--- config.mk ---
export PLATFORM = sky130hd
export DESIGN_NAME = dp_link_trainer
export DESIGN_NICKNAME = d
export VERILOG_FILES = /design/src/rtl/dplt_pkg.sv /design/src/rtl/dplt_datapath.sv /design/src/rtl/dplt_control.sv /design/src/rtl/dp_link_trainer.sv
export SDC_FILE = /design/constraint.sdc
export NUM_CORES = 1
export LEC_CHECK = 0
export BUFFER_PORTS_ARGS = -buffer_cell sky130_fd_sc_hd__clkbuf_2
export CAP_MARGIN = 20
export CORE_AREA = 2 2 110 112
export CTS_CLUSTER_DIAMETER = 150
export DETAILED_ROUTE_END_ITERATION = 7
export DIE_AREA = 0 0 112 114
export PLACE_DENSITY = 0.77
export SKIP_LAST_GASP = 1
export SLEW_MARGIN = 20
export SYNTH_ARGS = -nofsm -noshare
export SYNTH_HDL_FRONTEND = slang
export SYNTH_SLANG_ARGS = --single-unit
--- constraint.sdc ---
create_clock -name clk -period 7.78 [get_ports clk]
set_clock_uncertainty 0.15 [all_clocks]
set_input_delay 1.167 -clock clk [delete_from_list [all_inputs] [get_ports clk]]
set_output_delay 1.167 -clock clk [all_outputs]
set_load 0.02 [all_outputs]
--- src/rtl/dplt_pkg.sv ---
package dplt_pkg;
  localparam int LANES      = 4;
  localparam int STAT_BYTES = 6;
  localparam int ALIGN_BYTE = 2;
  localparam int ADJ_BYTE   = 4;
  localparam int SWING_MAX_BIT = 2;

  localparam logic [19:0] ADDR_CAP      = 20'h00000;
  localparam logic [19:0] ADDR_BW       = 20'h00100;
  localparam logic [19:0] ADDR_PATTERN  = 20'h00102;
  localparam logic [19:0] ADDR_LANE_SET = 20'h00103;
  localparam logic [19:0] ADDR_STATUS   = 20'h00202;
  localparam logic [19:0] ADDR_POWER    = 20'h00600;

  localparam logic [7:0] RATE_LOW  = 8'h06;
  localparam logic [7:0] RATE_HIGH = 8'h0A;
  localparam logic [7:0] REV_POWER = 8'h11;
  localparam logic [7:0] PWR_MASK  = 8'h03;
  localparam logic [7:0] PWR_D0    = 8'h01;

  typedef enum logic [4:0] {
    S_IDLE, S_CAP_RD, S_CAP_CHK, S_PWR_RD, S_PWR_WR, S_PWR_WAIT, S_CFG_WR,
    S_TP1_WR, S_CR_APPLY, S_CR_WAIT, S_CR_RD, S_CR_EVAL, S_TP2_WR,
    S_EQ_WAIT, S_EQ_RD, S_EQ_EVAL
  } trainState_t;

  typedef struct packed {
    logic ldCap;
    logic ldPower;
    logic ldStatus;
    logic clrTrain;
    logic adjTrain;
    logic crStep;
    logic clrEq;
    logic eqStep;
  } dpCtl_t;
endpackage

--- src/rtl/dplt_datapath.sv ---
module dplt_datapath
  import dplt_pkg::*;
#(
  parameter int CR_LIMIT = 5,
  parameter int EQ_LIMIT = 5
) (
  input  logic                    clk,
  input  logic                    rstN,
  input  dpCtl_t                  ctl,
  input  logic [STAT_BYTES*8-1:0] rdData,
  output logic [7:0]              linkRate,
  output logic [4:0]              laneCount,
  output logic [2:0]              laneUse,
  output logic [7:0]              powerByte,
  output logic [7:0]              trainSet,
  output logic                    capOk,
  output logic                    revPower,
  output logic                    crOk,
  output logic                    eqOk,
  output logic                    maxSwing,
  output logic                    crGiveUp,
  output logic                    eqGiveUp,
  output logic [LANES*8-1:0]      laneDrive
);
  localparam int TW = $clog2(CR_LIMIT + 1);
  localparam int EW = $clog2(EQ_LIMIT + 1);

  logic [7:0] capRev;
  logic [STAT_BYTES-1:0][7:0] statReg;
  logic [1:0] prevVolt;
  logic prevValid;
  logic [TW-1:0] tries;
  logic [EW-1:0] eqCnt;
  logic [1:0] vMax, pMax;
  logic [3:0] nib, adj;
  logic [7:0] newSet;
  logic sameVolt;

  assign laneUse  = (laneCount >= 5'(LANES)) ? 3'(LANES) : laneCount[2:0];
  assign capOk    = ((linkRate == RATE_LOW) || (linkRate == RATE_HIGH)) && (laneCount != 5'd0);
  assign revPower = (capRev >= REV_POWER);
  assign maxSwing = trainSet[SWING_MAX_BIT];
  assign sameVolt = prevValid && (trainSet[1:0] == prevVolt);
  assign crGiveUp = sameVolt && (tries == TW'(CR_LIMIT - 1));
  assign eqGiveUp = (eqCnt == EW'(EQ_LIMIT - 1));

  // status evaluation and merge of adjustment requests over active lanes
  always_comb begin
    crOk = 1'b1;
    eqOk = statReg[ALIGN_BYTE][0];
    vMax = 2'd0;
    pMax = 2'd0;
    nib  = 4'd0;
    adj  = 4'd0;
    for (int i = 0; i < LANES; i++) begin
      if (3'(i) < laneUse) begin
        nib  = statReg[i/2][4*(i%2) +: 4];
        adj  = statReg[ADJ_BYTE + i/2][4*(i%2) +: 4];
        crOk = crOk & nib[0];
        eqOk = eqOk & (&nib[2:0]);
        if (adj[1:0] > vMax) vMax = adj[1:0];
        if (adj[3:2] > pMax) pMax = adj[3:2];
      end
    end
    newSet = {2'b00, pMax == 2'd3, pMax, vMax == 2'd3, vMax};
  end

  always_ff @(posedge clk) begin
    if (!rstN) begin
      capRev    <= '0;
      linkRate  <= '0;
      laneCount <= '0;
      powerByte <= '0;
      statReg   <= '0;
      trainSet  <= '0;
      prevVolt  <= '0;
      prevValid <= 1'b0;
      tries     <= '0;
      eqCnt     <= '0;
    end else begin
      if (ctl.ldCap) begin
        capRev    <= rdData[7:0];
        linkRate  <= rdData[15:8];
        laneCount <= rdData[20:16];
      end
      if (ctl.ldPower)  powerByte <= rdData[7:0];
      if (ctl.ldStatus) statReg   <= rdData;
      if (ctl.clrTrain) begin
        trainSet  <= '0;
        prevVolt  <= '0;
        prevValid <= 1'b0;
        tries     <= '0;
      end else begin
        if (ctl.crStep) begin
          tries     <= sameVolt ? tries + 1'b1 : '0;
          prevVolt  <= trainSet[1:0];
          prevValid <= 1'b1;
        end
        if (ctl.adjTrain) trainSet <= newSet;
      end
      if (ctl.clrEq)       eqCnt <= '0;
      else if (ctl.eqStep) eqCnt <= eqCnt + 1'b1;
    end
  end

  for (genvar g = 0; g < LANES; g++) begin : g_lane
    assign laneDrive[8*g +: 8] = (3'(g) < laneUse) ? trainSet : 8'h00;
  end

  p_tries_bound_r9: assert property (@(posedge clk) disable iff (!rstN)
    tries < TW'(CR_LIMIT));
  p_eq_bound_r11: assert property (@(posedge clk) disable iff (!rstN)
    eqCnt < EW'(EQ_LIMIT));
endmodule

--- src/rtl/dplt_control.sv ---
module dplt_control
  import dplt_pkg::*;
#(
  parameter int TICKS_PER_US = 100
) (
  input  logic               clk,
  input  logic               rstN,
  input  logic               start,
  input  logic [7:0]         linkRate,
  input  logic [4:0]         laneCount,
  input  logic [2:0]         laneUse,
  input  logic [7:0]         powerByte,
  input  logic [7:0]         trainSet,
  input  logic               capOk,
  input  logic               revPower,
  input  logic               crOk,
  input  logic               eqOk,
  input  logic               maxSwing,
  input  logic               crGiveUp,
  input  logic               eqGiveUp,
  input  logic               xferDone,
  input  logic               xferErr,
  output dpCtl_t             ctl,
  output logic               busy,
  output logic               finished,
  output logic               pass,
  output logic [1:0]         patternSel,
  output logic               xferReq,
  output logic               xferWrite,
  output logic [19:0]        xferAddr,
  output logic [2:0]         xferLen,
  output logic [LANES*8-1:0] xferWrData
);
  localparam int MS_TICKS = 1000 * TICKS_PER_US;
  localparam int EQ_TICKS = 400 * TICKS_PER_US;
  localparam int WW = $clog2(MS_TICKS + 1);

  trainState_t state;
  logic [WW-1:0] waitCnt;

  assign busy = (state != S_IDLE);

  always_comb begin
    xferReq = 1'b0; xferWrite = 1'b0; xferAddr = '0; xferLen = '0; xferWrData = '0;
    case (state)
      S_CAP_RD:  begin xferReq = 1'b1; xferAddr = ADDR_CAP; xferLen = 3'd3; end
      S_PWR_RD:  begin xferReq = 1'b1; xferAddr = ADDR_POWER; xferLen = 3'd1; end
      S_PWR_WR:  begin
        xferReq = 1'b1; xferWrite = 1'b1; xferAddr = ADDR_POWER; xferLen = 3'd1;
        xferWrData[7:0] = (powerByte & ~PWR_MASK) | PWR_D0;
      end
      S_CFG_WR:  begin
        xferReq = 1'b1; xferWrite = 1'b1; xferAddr = ADDR_BW; xferLen = 3'd2;
        xferWrData[15:0] = {3'b000, laneCount, linkRate};
      end
      S_TP1_WR:  begin
        xferReq = 1'b1; xferWrite = 1'b1; xferAddr = ADDR_PATTERN; xferLen = 3'd1;
        xferWrData[7:0] = 8'd1;
      end
      S_CR_APPLY: begin
        xferReq = 1'b1; xferWrite = 1'b1; xferAddr = ADDR_LANE_SET; xferLen = laneUse;
        xferWrData = {LANES{trainSet}};
      end
      S_CR_RD, S_EQ_RD: begin xferReq = 1'b1; xferAddr = ADDR_STATUS; xferLen = 3'd6; end
      S_TP2_WR:  begin
        xferReq = 1'b1; xferWrite = 1'b1; xferAddr = ADDR_PATTERN; xferLen = 3'd1;
        xferWrData[7:0] = 8'd2;
      end
      default: ;
    endcase
  end

  always_comb begin
    ctl = '0;
    ctl.clrTrain = (state == S_IDLE) && start;
    ctl.ldCap    = (state == S_CAP_RD) && xferDone && !xferErr;
    ctl.ldPower  = (state == S_PWR_RD) && xferDone && !xferErr;
    ctl.ldStatus = ((state == S_CR_RD) || (state == S_EQ_RD)) && xferDone && !xferErr;
    ctl.crStep   = (state == S_CR_EVAL) && !crOk && !maxSwing && !crGiveUp;
    ctl.clrEq    = (state == S_CR_EVAL) && crOk;
    ctl.eqStep   = (state == S_EQ_EVAL) && !eqOk && !eqGiveUp;
    ctl.adjTrain = ctl.crStep || ctl.eqStep;
  end

  always_ff @(posedge clk) begin
    if (!rstN) begin
      state <= S_IDLE; waitCnt <= '0; finished <= 1'b0; pass <= 1'b0; patternSel <= 2'd0;
    end else if (xferReq && xferDone && xferErr) begin
      state <= S_IDLE; finished <= 1'b1; pass <= 1'b0;
    end else begin
      case (state)
        S_IDLE: if (start) begin
          state <= S_CAP_RD; finished <= 1'b0; pass <= 1'b0; patternSel <= 2'd0;
        end
        S_CAP_RD: if (xferDone) state <= S_CAP_CHK;
        S_CAP_CHK:
          if (!capOk) begin state <= S_IDLE; finished <= 1'b1; end
          else state <= revPower ? S_PWR_RD : S_CFG_WR;
        S_PWR_RD: if (xferDone) state <= S_PWR_WR;
        S_PWR_WR: if (xferDone) begin state <= S_PWR_WAIT; waitCnt <= WW'(MS_TICKS - 1); end
        S_PWR_WAIT: if (waitCnt == '0) state <= S_CFG_WR; else waitCnt <= waitCnt - 1'b1;
        S_CFG_WR: if (xferDone) begin state <= S_TP1_WR; patternSel <= 2'd1; end
        S_TP1_WR: if (xferDone) state <= S_CR_APPLY;
        S_CR_APPLY: if (xferDone) begin state <= S_CR_WAIT; waitCnt <= WW'(MS_TICKS - 1); end
        S_CR_WAIT: if (waitCnt == '0) state <= S_CR_RD; else waitCnt <= waitCnt - 1'b1;
        S_CR_RD: if (xferDone) state <= S_CR_EVAL;
        S_CR_EVAL:
          if (crOk) begin state <= S_TP2_WR; patternSel <= 2'd2; end
          else if (maxSwing || crGiveUp) begin state <= S_IDLE; finished <= 1'b1; end
          else state <= S_CR_APPLY;
        S_TP2_WR: if (xferDone) begin state <= S_EQ_WAIT; waitCnt <= WW'(EQ_TICKS - 1); end
        S_EQ_WAIT: if (waitCnt == '0) state <= S_EQ_RD; else waitCnt <= waitCnt - 1'b1;
        S_EQ_RD: if (xferDone) state <= S_EQ_EVAL;
        S_EQ_EVAL:
          if (eqOk) begin state <= S_IDLE; finished <= 1'b1; pass <= 1'b1; end
          else if (eqGiveUp) begin state <= S_IDLE; finished <= 1'b1; end
          else begin state <= S_EQ_WAIT; waitCnt <= WW'(EQ_TICKS - 1); end
        default: state <= S_IDLE;
      endcase
    end
  end

  p_req_hold_r12: assert property (@(posedge clk) disable iff (!rstN)
    xferReq && !xferDone |=> xferReq && $stable(xferAddr));
  p_err_stop_r12: assert property (@(posedge clk) disable iff (!rstN)
    xferReq && xferDone && xferErr |=> !xferReq && finished && !pass);
  p_power_gate_r2: assert property (@(posedge clk) disable iff (!rstN)
    xferReq && (xferAddr == ADDR_POWER) |-> revPower);
  p_rate_gate_r1: assert property (@(posedge clk) disable iff (!rstN)
    (patternSel != 2'd0) |-> capOk);
  p_lane_write_r5: assert property (@(posedge clk) disable iff (!rstN)
    xferReq && (xferAddr == ADDR_LANE_SET) |-> (patternSel == 2'd1));
  p_pass_eq_r11: assert property (@(posedge clk) disable iff (!rstN)
    finished && pass |-> (patternSel == 2'd2));
endmodule

--- src/rtl/dp_link_trainer.sv ---
module dp_link_trainer
  import dplt_pkg::*;
#(
  parameter int TICKS_PER_US = 100,
  parameter int CR_LIMIT     = 5,
  parameter int EQ_LIMIT     = 5
) (
  input  logic        clk,
  input  logic        rstN,
  input  logic        start,
  output logic        busy,
  output logic        finished,
  output logic        pass,
  output logic [1:0]  patternSel,
  output logic [31:0] laneDrive,
  output logic [7:0]  linkRate,
  output logic [4:0]  laneCount,
  output logic        xferReq,
  output logic        xferWrite,
  output logic [19:0] xferAddr,
  output logic [2:0]  xferLen,
  output logic [31:0] xferWrData,
  input  logic        xferDone,
  input  logic        xferErr,
  input  logic [47:0] xferRdData
);
  dpCtl_t ctl;
  logic [2:0] laneUse;
  logic [7:0] powerByte, trainSet;
  logic capOk, revPower, crOk, eqOk, maxSwing, crGiveUp, eqGiveUp;

  dplt_datapath #(.CR_LIMIT(CR_LIMIT), .EQ_LIMIT(EQ_LIMIT)) u_dp (
    .clk(clk), .rstN(rstN), .ctl(ctl), .rdData(xferRdData),
    .linkRate(linkRate), .laneCount(laneCount), .laneUse(laneUse),
    .powerByte(powerByte), .trainSet(trainSet), .capOk(capOk),
    .revPower(revPower), .crOk(crOk), .eqOk(eqOk), .maxSwing(maxSwing),
    .crGiveUp(crGiveUp), .eqGiveUp(eqGiveUp), .laneDrive(laneDrive)
  );

  dplt_control #(.TICKS_PER_US(TICKS_PER_US)) u_ctl (
    .clk(clk), .rstN(rstN), .start(start), .linkRate(linkRate),
    .laneCount(laneCount), .laneUse(laneUse), .powerByte(powerByte),
    .trainSet(trainSet), .capOk(capOk), .revPower(revPower), .crOk(crOk),
    .eqOk(eqOk), .maxSwing(maxSwing), .crGiveUp(crGiveUp), .eqGiveUp(eqGiveUp),
    .xferDone(xferDone), .xferErr(xferErr), .ctl(ctl), .busy(busy),
    .finished(finished), .pass(pass), .patternSel(patternSel),
    .xferReq(xferReq), .xferWrite(xferWrite), .xferAddr(xferAddr),
    .xferLen(xferLen), .xferWrData(xferWrData)
  );
endmodule

After elaboration in Yosys (flattened, before gate mapping):

Cells that the tools add are included.
W data, S select, Z words.

* memory bits (read-only): 0
* bits in registers: 101
* RAM bits: 0
* bits in latches: 0
* memories: 0

* bitwise operators: 9
* reduce and logical (&&, ||, !) cells: 56
* shifts and indexed selects: 0
* $lt $le $gt $ge: 14
* eq/ne operators: 46
* divide/modulo/power cells: 0
* $add $sub $neg: 3
* multiply operators: 0
* muxes and demuxes: 77

Operators by type and width (number)
* $mux W17: 5
* $mux W5: 16
* $pmux W5 S16: 1
* $pmux W17 S4: 1
* $pmux W11 S5: 1
* $eq A5 B4 Y1 const B: 8
* $pmux W8 S5: 1
* $mux W2: 19
* $ne A2 B2 Y1 const B: 13
* $mux W6: 4
* $eq A5 B3 Y1 const B: 4
* $logic_and A1 B1 Y1: 18
* $mux W1: 18
* $logic_not A17 Y1: 1
* $sub A17 B1 Y17 const B: 1
* $pmux W3 S5: 1
* $reduce_and A3 Y1: 5
* $reduce_bool A5 Y1: 3
* $mux W14: 1
* $reduce_or A2 Y1: 7
* $reduce_and A13 Y1: 1
* $gt A2 B2 Y1: 6
* $ne A2 B1 Y1 const B: 6
* $ne A3 B3 Y1 const B: 4
* other kinds (35): 60

Depth between registers and ports, before layout:

* depth after elaboration: 15
* gate-level depth with buffers: 18
* depth with buffers taken out: 17

Hierarchy:

A second synthesis with hierarchy kept.

* cells, all modules: 749
* area, all modules: 6294.8 sq um

By module, submodules not included
* dplt_datapath: instances 1, area each 4043.9 sq um, cells each 435, seq. area each 1461.4 sq um
* dplt_control: instances 1, area each 2250.9 sq um, cells each 314, seq. area each 500.5 sq um

Worst setup path after synthesis:

OpenSTA, ideal clock, no wires.

* path type: register to register
* start: register u_dp.laneCount[4]
* end: register u_dp.trainSet[2]
* path slack: 3.037 ns
* period minus slack after synthesis: 4.743 ns
* library setup time: 0.122 ns
* arrival time: 4.472 ns
* cell stages (with the launch flop): 19
* path through: dfxtp_1 -> or4_1 -> clkbuf_1 -> nor2_1 -> nor2b_1 -> ha_1 -> nor2b_1 -> o211a_1 -> or3_1 -> ha_1 -> o21ba_2 -> or4_1 -> o41a_1 -> ha_1 -> inv_1 -> o221ai_1 -> mux2_2 -> nand2_1 -> o21ai_0

* longest elaborated chain between the ends: 15
* elaborated cells on any way between the ends: 39

RTL lines
* from (decl): RTL line dplt_datapath.sv:12 `output logic [4:0] laneCount,`
* from (signal assigned): RTL line dplt_datapath.sv:84 `laneCount <= rdData[20:16];`
* $ge A5 B3 Y1 (*): RTL line dplt_datapath.sv:39 `assign laneUse = (laneCount >= 5'(LANES)) ? 3'(LANES) : laneCount[2:0];`
* $mux W3 (*): RTL line dplt_datapath.sv:39
* branches (longest 13 deep; another with $lt A1 B3 Y1)
* to (signal assigned): RTL line dplt_datapath.sv:99 `if (ctl.adjTrain) trainSet <= newSet;`
* to (decl): RTL line dplt_datapath.sv:15 `output logic [7:0] trainSet,`

Every way passes the cells marked *.
A chain may end at the register's enable or synchronous reset.

Worst setup path after layout:

* start: register u_dp.laneCount[1]
* end: register u_dp.trainSet[2]

* longest elaborated chain between the ends: 15
* elaborated cells on any way between the ends: 39

RTL lines (RTL line)
* $ge A5 B3 Y1: dplt_datapath.sv:39
* $mux W3 (*): dplt_datapath.sv:39
* branches (longest 13 deep; another with $lt A1 B3 Y1)

Marks and branches as above.

==> flow_results.xml <==
<?xml version="1.0" encoding="UTF-8"?>
<metrics>
  <group name="cts">
    <metric name="worstSkewPairLatency" unit="ps">360</metric>
    <metric name="cts-buffers-inserted" unit="">9</metric>
    <metric name="post_cts_resized" unit="">0</metric>
    <metric name="post-cts-setup-buffer-count" unit="">0</metric>
    <metric name="cts-root-buf" unit="">clkbuf_16</metric>
    <metric name="clk_transition_reported_paths" unit="ps">70</metric>
    <metric name="tritoncts_num_sinks" unit="">96</metric>
    <metric name="cts_hold_buf" unit="">0</metric>
    <metric name="clock_path_buffers" unit="">2</metric>
    <metric name="cts.htree.levels" unit="">3</metric>
    <metric name="tritoncts" unit="">built</metric>
  </group>
  <group name="drt">
    <metric name="avgRoutedWirePerCell" unit="um">15.6</metric>
    <metric name="dr_total_vias" unit="">5693</metric>
    <metric name="route.detailed.drc" unit="">0</metric>
    <metric name="ant_nets" unit="">0</metric>
    <metric name="dr.pass1.iters" unit="">5</metric>
    <metric name="drt_first_iter_violations" unit="">367</metric>
    <metric name="route.final.wire_length" unit="um">15800</metric>
    <metric name="vias_per_cell" unit="">5.65</metric>
  </group>
  <group name="place">
    <metric name="gp_routability_congestion" unit="">0.845</metric>
    <metric name="dp.cells" unit="">991</metric>
    <metric name="dpl_cell_area" unit="um^2">6230</metric>
    <metric name="port-buffer-count" unit="">119</metric>
    <metric name="dp_hpwl" unit="um">11400</metric>
  </group>
  <group name="yosys">
    <metric name="post_synth_num_cell_types" unit="">66</metric>
    <metric name="ys_async_sr_fraction" unit="%">0</metric>
    <metric name="synth_sequential_area_ratio" unit="%">33.4</metric>
    <metric name="synth-seq-cells" unit="">96</metric>
    <metric name="synthesis.area_per_instance" unit="um^2">7.44</metric>
    <metric name="postSynth.topFlopCell" unit="">dfxtp_1</metric>
    <metric name="mappedNetlistArea" unit="um^2">5750</metric>
    <metric name="synth-edff-count" unit="">0</metric>
    <metric name="post_synth_inst_count" unit="">773</metric>
    <metric name="synth.yosys.warnings" unit="">0</metric>
  </group>
  <group name="timing">
    <metric name="timing_worst_slew_pin_value" unit="ps">1060</metric>
    <metric name="unrepaired_setup_endpoints_after_global_routing" unit="">no</metric>
    <metric name="period_share" unit="%">65.8</metric>
    <metric name="fin_crit" unit="ps">5120</metric>
    <metric name="final.setup.tns" unit="ps">0</metric>
    <metric name="report.final.setup_viol" unit="">0</metric>
    <metric name="timing.fmax" unit="GHz">0.195</metric>
    <metric name="hold_viol" unit="">0</metric>
    <metric name="timing_max_transition_violations_final" unit="">0</metric>
    <metric name="maxSlewHeadroom" unit="%">29.2</metric>
  </group>
  <group name="grt">
    <metric name="pin_count_of_the_biggest_net_entering_global_routing" unit="">50</metric>
    <metric name="first_pass_grt_wire_length" unit="um">24900</metric>
    <metric name="grt_antenna_before_repair" unit="">0</metric>
    <metric name="grt_usage" unit="%">24.2</metric>
    <metric name="first_global_vias" unit="">4937</metric>
    <metric name="grt_remaining_overflow" unit="">0</metric>
  </group>
  <group name="setup_path">
    <metric name="critical-path-max-stage-delay" unit="ps">820</metric>
    <metric name="worst_r2r_startpoint" unit="">u_dp.laneCount[1]</metric>
    <metric name="critical_path.endpoint_type" unit="">flip-flop</metric>
    <metric name="path_class" unit="">reg2reg</metric>
    <metric name="cp_max_fo" unit="">16</metric>
    <metric name="timing.critical_path.arrival" unit="ps">5200</metric>
    <metric name="slowest_stage" unit="">or4_1</metric>
    <metric name="critical_path.cell_chain" unit="">or4_1, o21ai_0, ha_1, o21ba_2, o211a_1, or3_1, ha_1, o21ba_2, or4_1, o41a_1, ha_1, inv_1, o221ai_1, mux2_2, nand2_1, o21ai_0</metric>
    <metric name="r2r_setup_slk" unit="ps">2660</metric>
    <metric name="crit_path_start" unit="">u_dp.laneCount[1]</metric>
    <metric name="crit_path_start_kind" unit="">flip-flop</metric>
    <metric name="crit_required" unit="ps">7860</metric>
    <metric name="critical_path.most_common_cell" unit="">ha_1</metric>
  </group>
  <group name="power">
    <metric name="vdd_ir_drop_max" unit="mV">0.287</metric>
    <metric name="report.power.total" unit="mW">1.85</metric>
    <metric name="cellPowerDensity" unit="nW/um^2">284</metric>
    <metric name="leakage" unit="nW">2.73</metric>
  </group>
  <group name="finish">
    <metric name="final_common_cell" unit="">nand2_1</metric>
    <metric name="layout.core_utilization" unit="%">55.7</metric>
    <metric name="ratio_of_cells_with_drive_above_1_in_the_final_layout" unit="%">18.4</metric>
    <metric name="final_net_count" unit="">931</metric>
    <metric name="final_cell_mix" unit="">nand2_1 (142), clkbuf_2 (119), dfxtp_1 (96), a21oi_1 (91), nor2_1 (57)</metric>
    <metric name="synthToLayoutAreaGrowth" unit="%">13.4</metric>
    <metric name="non_filler_cells_in_the_finished_layout" unit="">1007</metric>
    <metric name="number_of_diodes_added_for_antenna_fixing" unit="">0</metric>
    <metric name="final_design_area_excluding_fillers" unit="um^2">6520</metric>
  </group>
  <group name="floorplan">
    <metric name="core.rowCount" unit="">40</metric>
    <metric name="floorplan.core_area" unit="um^2">11700</metric>
    <metric name="die_h" unit="um">114</metric>
    <metric name="width_of_the_chip" unit="um">112</metric>
    <metric name="start_util" unit="%">49.1</metric>
    <metric name="io-pin-count" unit="">160</metric>
    <metric name="die_area" unit="um^2">12800</metric>
  </group>
  <group name="hold_path">
    <metric name="hold_path_class" unit="">reg2reg</metric>
    <metric name="hold_path.startpoint" unit="">u_dp.statReg[13]</metric>
  </group>
  <group name="outcome">
    <metric name="outcome" unit="">finished, final reports clean</metric>
  </group>
  <group name="run">
    <metric name="max-cap-violations" unit="">0</metric>
  </group>
</metrics>
power breakdown:
group,internal [mW],total [mW],switching [mW]
Clock,0.222,0.429,0.208
Sequential,0.542,0.639,0.0976
Combinational,0.273,0.784,0.511
Total,1.04,1.85,0.817
path summary, 6_finish.rpt:
| path | endpoint | cells after the start |
|---|---|---|
| setup reg to reg | u_dp.trainSet[2] | 16 |
| setup / recovery | u_dp.trainSet[2] | 16 |
| hold / removal | u_dp.statReg[13] | 2 |
| hold reg to reg | u_dp.statReg[13] | 2 |
layer usage:
| layer | global-route usage [%] | up-vias | share of wire (%) |
|---|---|---|---|
| li1 | - | 2771 | - |
| met1 | 32.0 | 2665 | 45 |
| met2 | 39.6 | 235 | 47 |
| met3 | 5.79 | 22 | 7.1 |
| met4 | 7.48 | 0 | 1.6 |
| met5 | 0 | - | 0 |
layout make-up:
class                   count  area (um^2)
clock inverters             6         51.3
repair buffers            123          633
clock buffers              10          229
fillers                  1173         5190
inverters                  31          116
well taps                 147          184
multi-input cells         594         3380
flip-flops and latches     96         1920
sequential cells by signal, indices dropped and copies added, names as in the netlist:
register / flops
u_dp.powerByte: 6
u_ctl.finished: 1
u_ctl.waitCnt: 17
u_dp.prevValid: 1
u_dp.tries: 3
u_dp.trainSet: 6
u_dp.capRev: 8
u_dp.prevVolt: 2
u_dp.statReg: 29
u_ctl.pass: 1
u_ctl.state: 4
u_dp.laneCount: 5
u_dp.eqCnt: 3
u_ctl.patternSel: 2
u_dp.linkRate: 8
kinds of logic (layout without fill, tap and decap cells):
family,count (synthesis),after routing,synth area share (%)
compound gates,199,199,22.2
fa+ha+maj,23,23,5.01
mux,13,13,2.31
xor+xnor,6,6,0.914
buf+inv,111,170,9.73
flops,96,96,33.4
other cells,1,29,0.0652
simple gates,324,324,26.3
Yosys cell counts, types with 4 or more instances:
master | instances | area [um^2]
a21o_1 | 9 | 67.6
and2_1 | 28 | 175
o221ai_1 | 5 | 43.8
a21oi_1 | 91 | 455
nor2_1 | 57 | 214
nand2_1 | 142 | 533
nand4_1 | 4 | 25.0
nand2b_1 | 10 | 62.6
xnor2_1 | 4 | 35.0
clkbuf_1 | 41 | 154
inv_1 | 30 | 113
nor3_1 | 15 | 75.1
mux2i_1 | 11 | 110
a221o_1 | 5 | 50.1
nand3_1 | 21 | 105
buf_4 | 36 | 270
a31oi_1 | 6 | 37.5
dfxtp_1 | 96 | 1920
o21a_1 | 4 | 30.0
nor2b_1 | 15 | 93.8
a211oi_1 | 6 | 45.0
nor4_1 | 8 | 50.1
ha_1 | 23 | 288
o21ai_0 | 33 | 165
and3_1 | 6 | 37.5
critical path, delay by kind of cell (launching register included):
family,cells,cell delay (ps)
and+or+nand+nor,4,1750
AOI/OAI and AO/OA,7,1420
adders and majority gates,3,780
buffers and inverters,1,30
muxes,1,350
DFF,1,500
metrics by stage:
stage / worst slack, ps / hold WS (ps)
floorplan: 3040 / 282
global placement: 2790 / 292
detailed placement: 2690 / 298
CTS: 2670 / 308
global route: 2460 / 323
finish: 2660 / 309
Note: power is estimated with default switching activity, not from simulation.
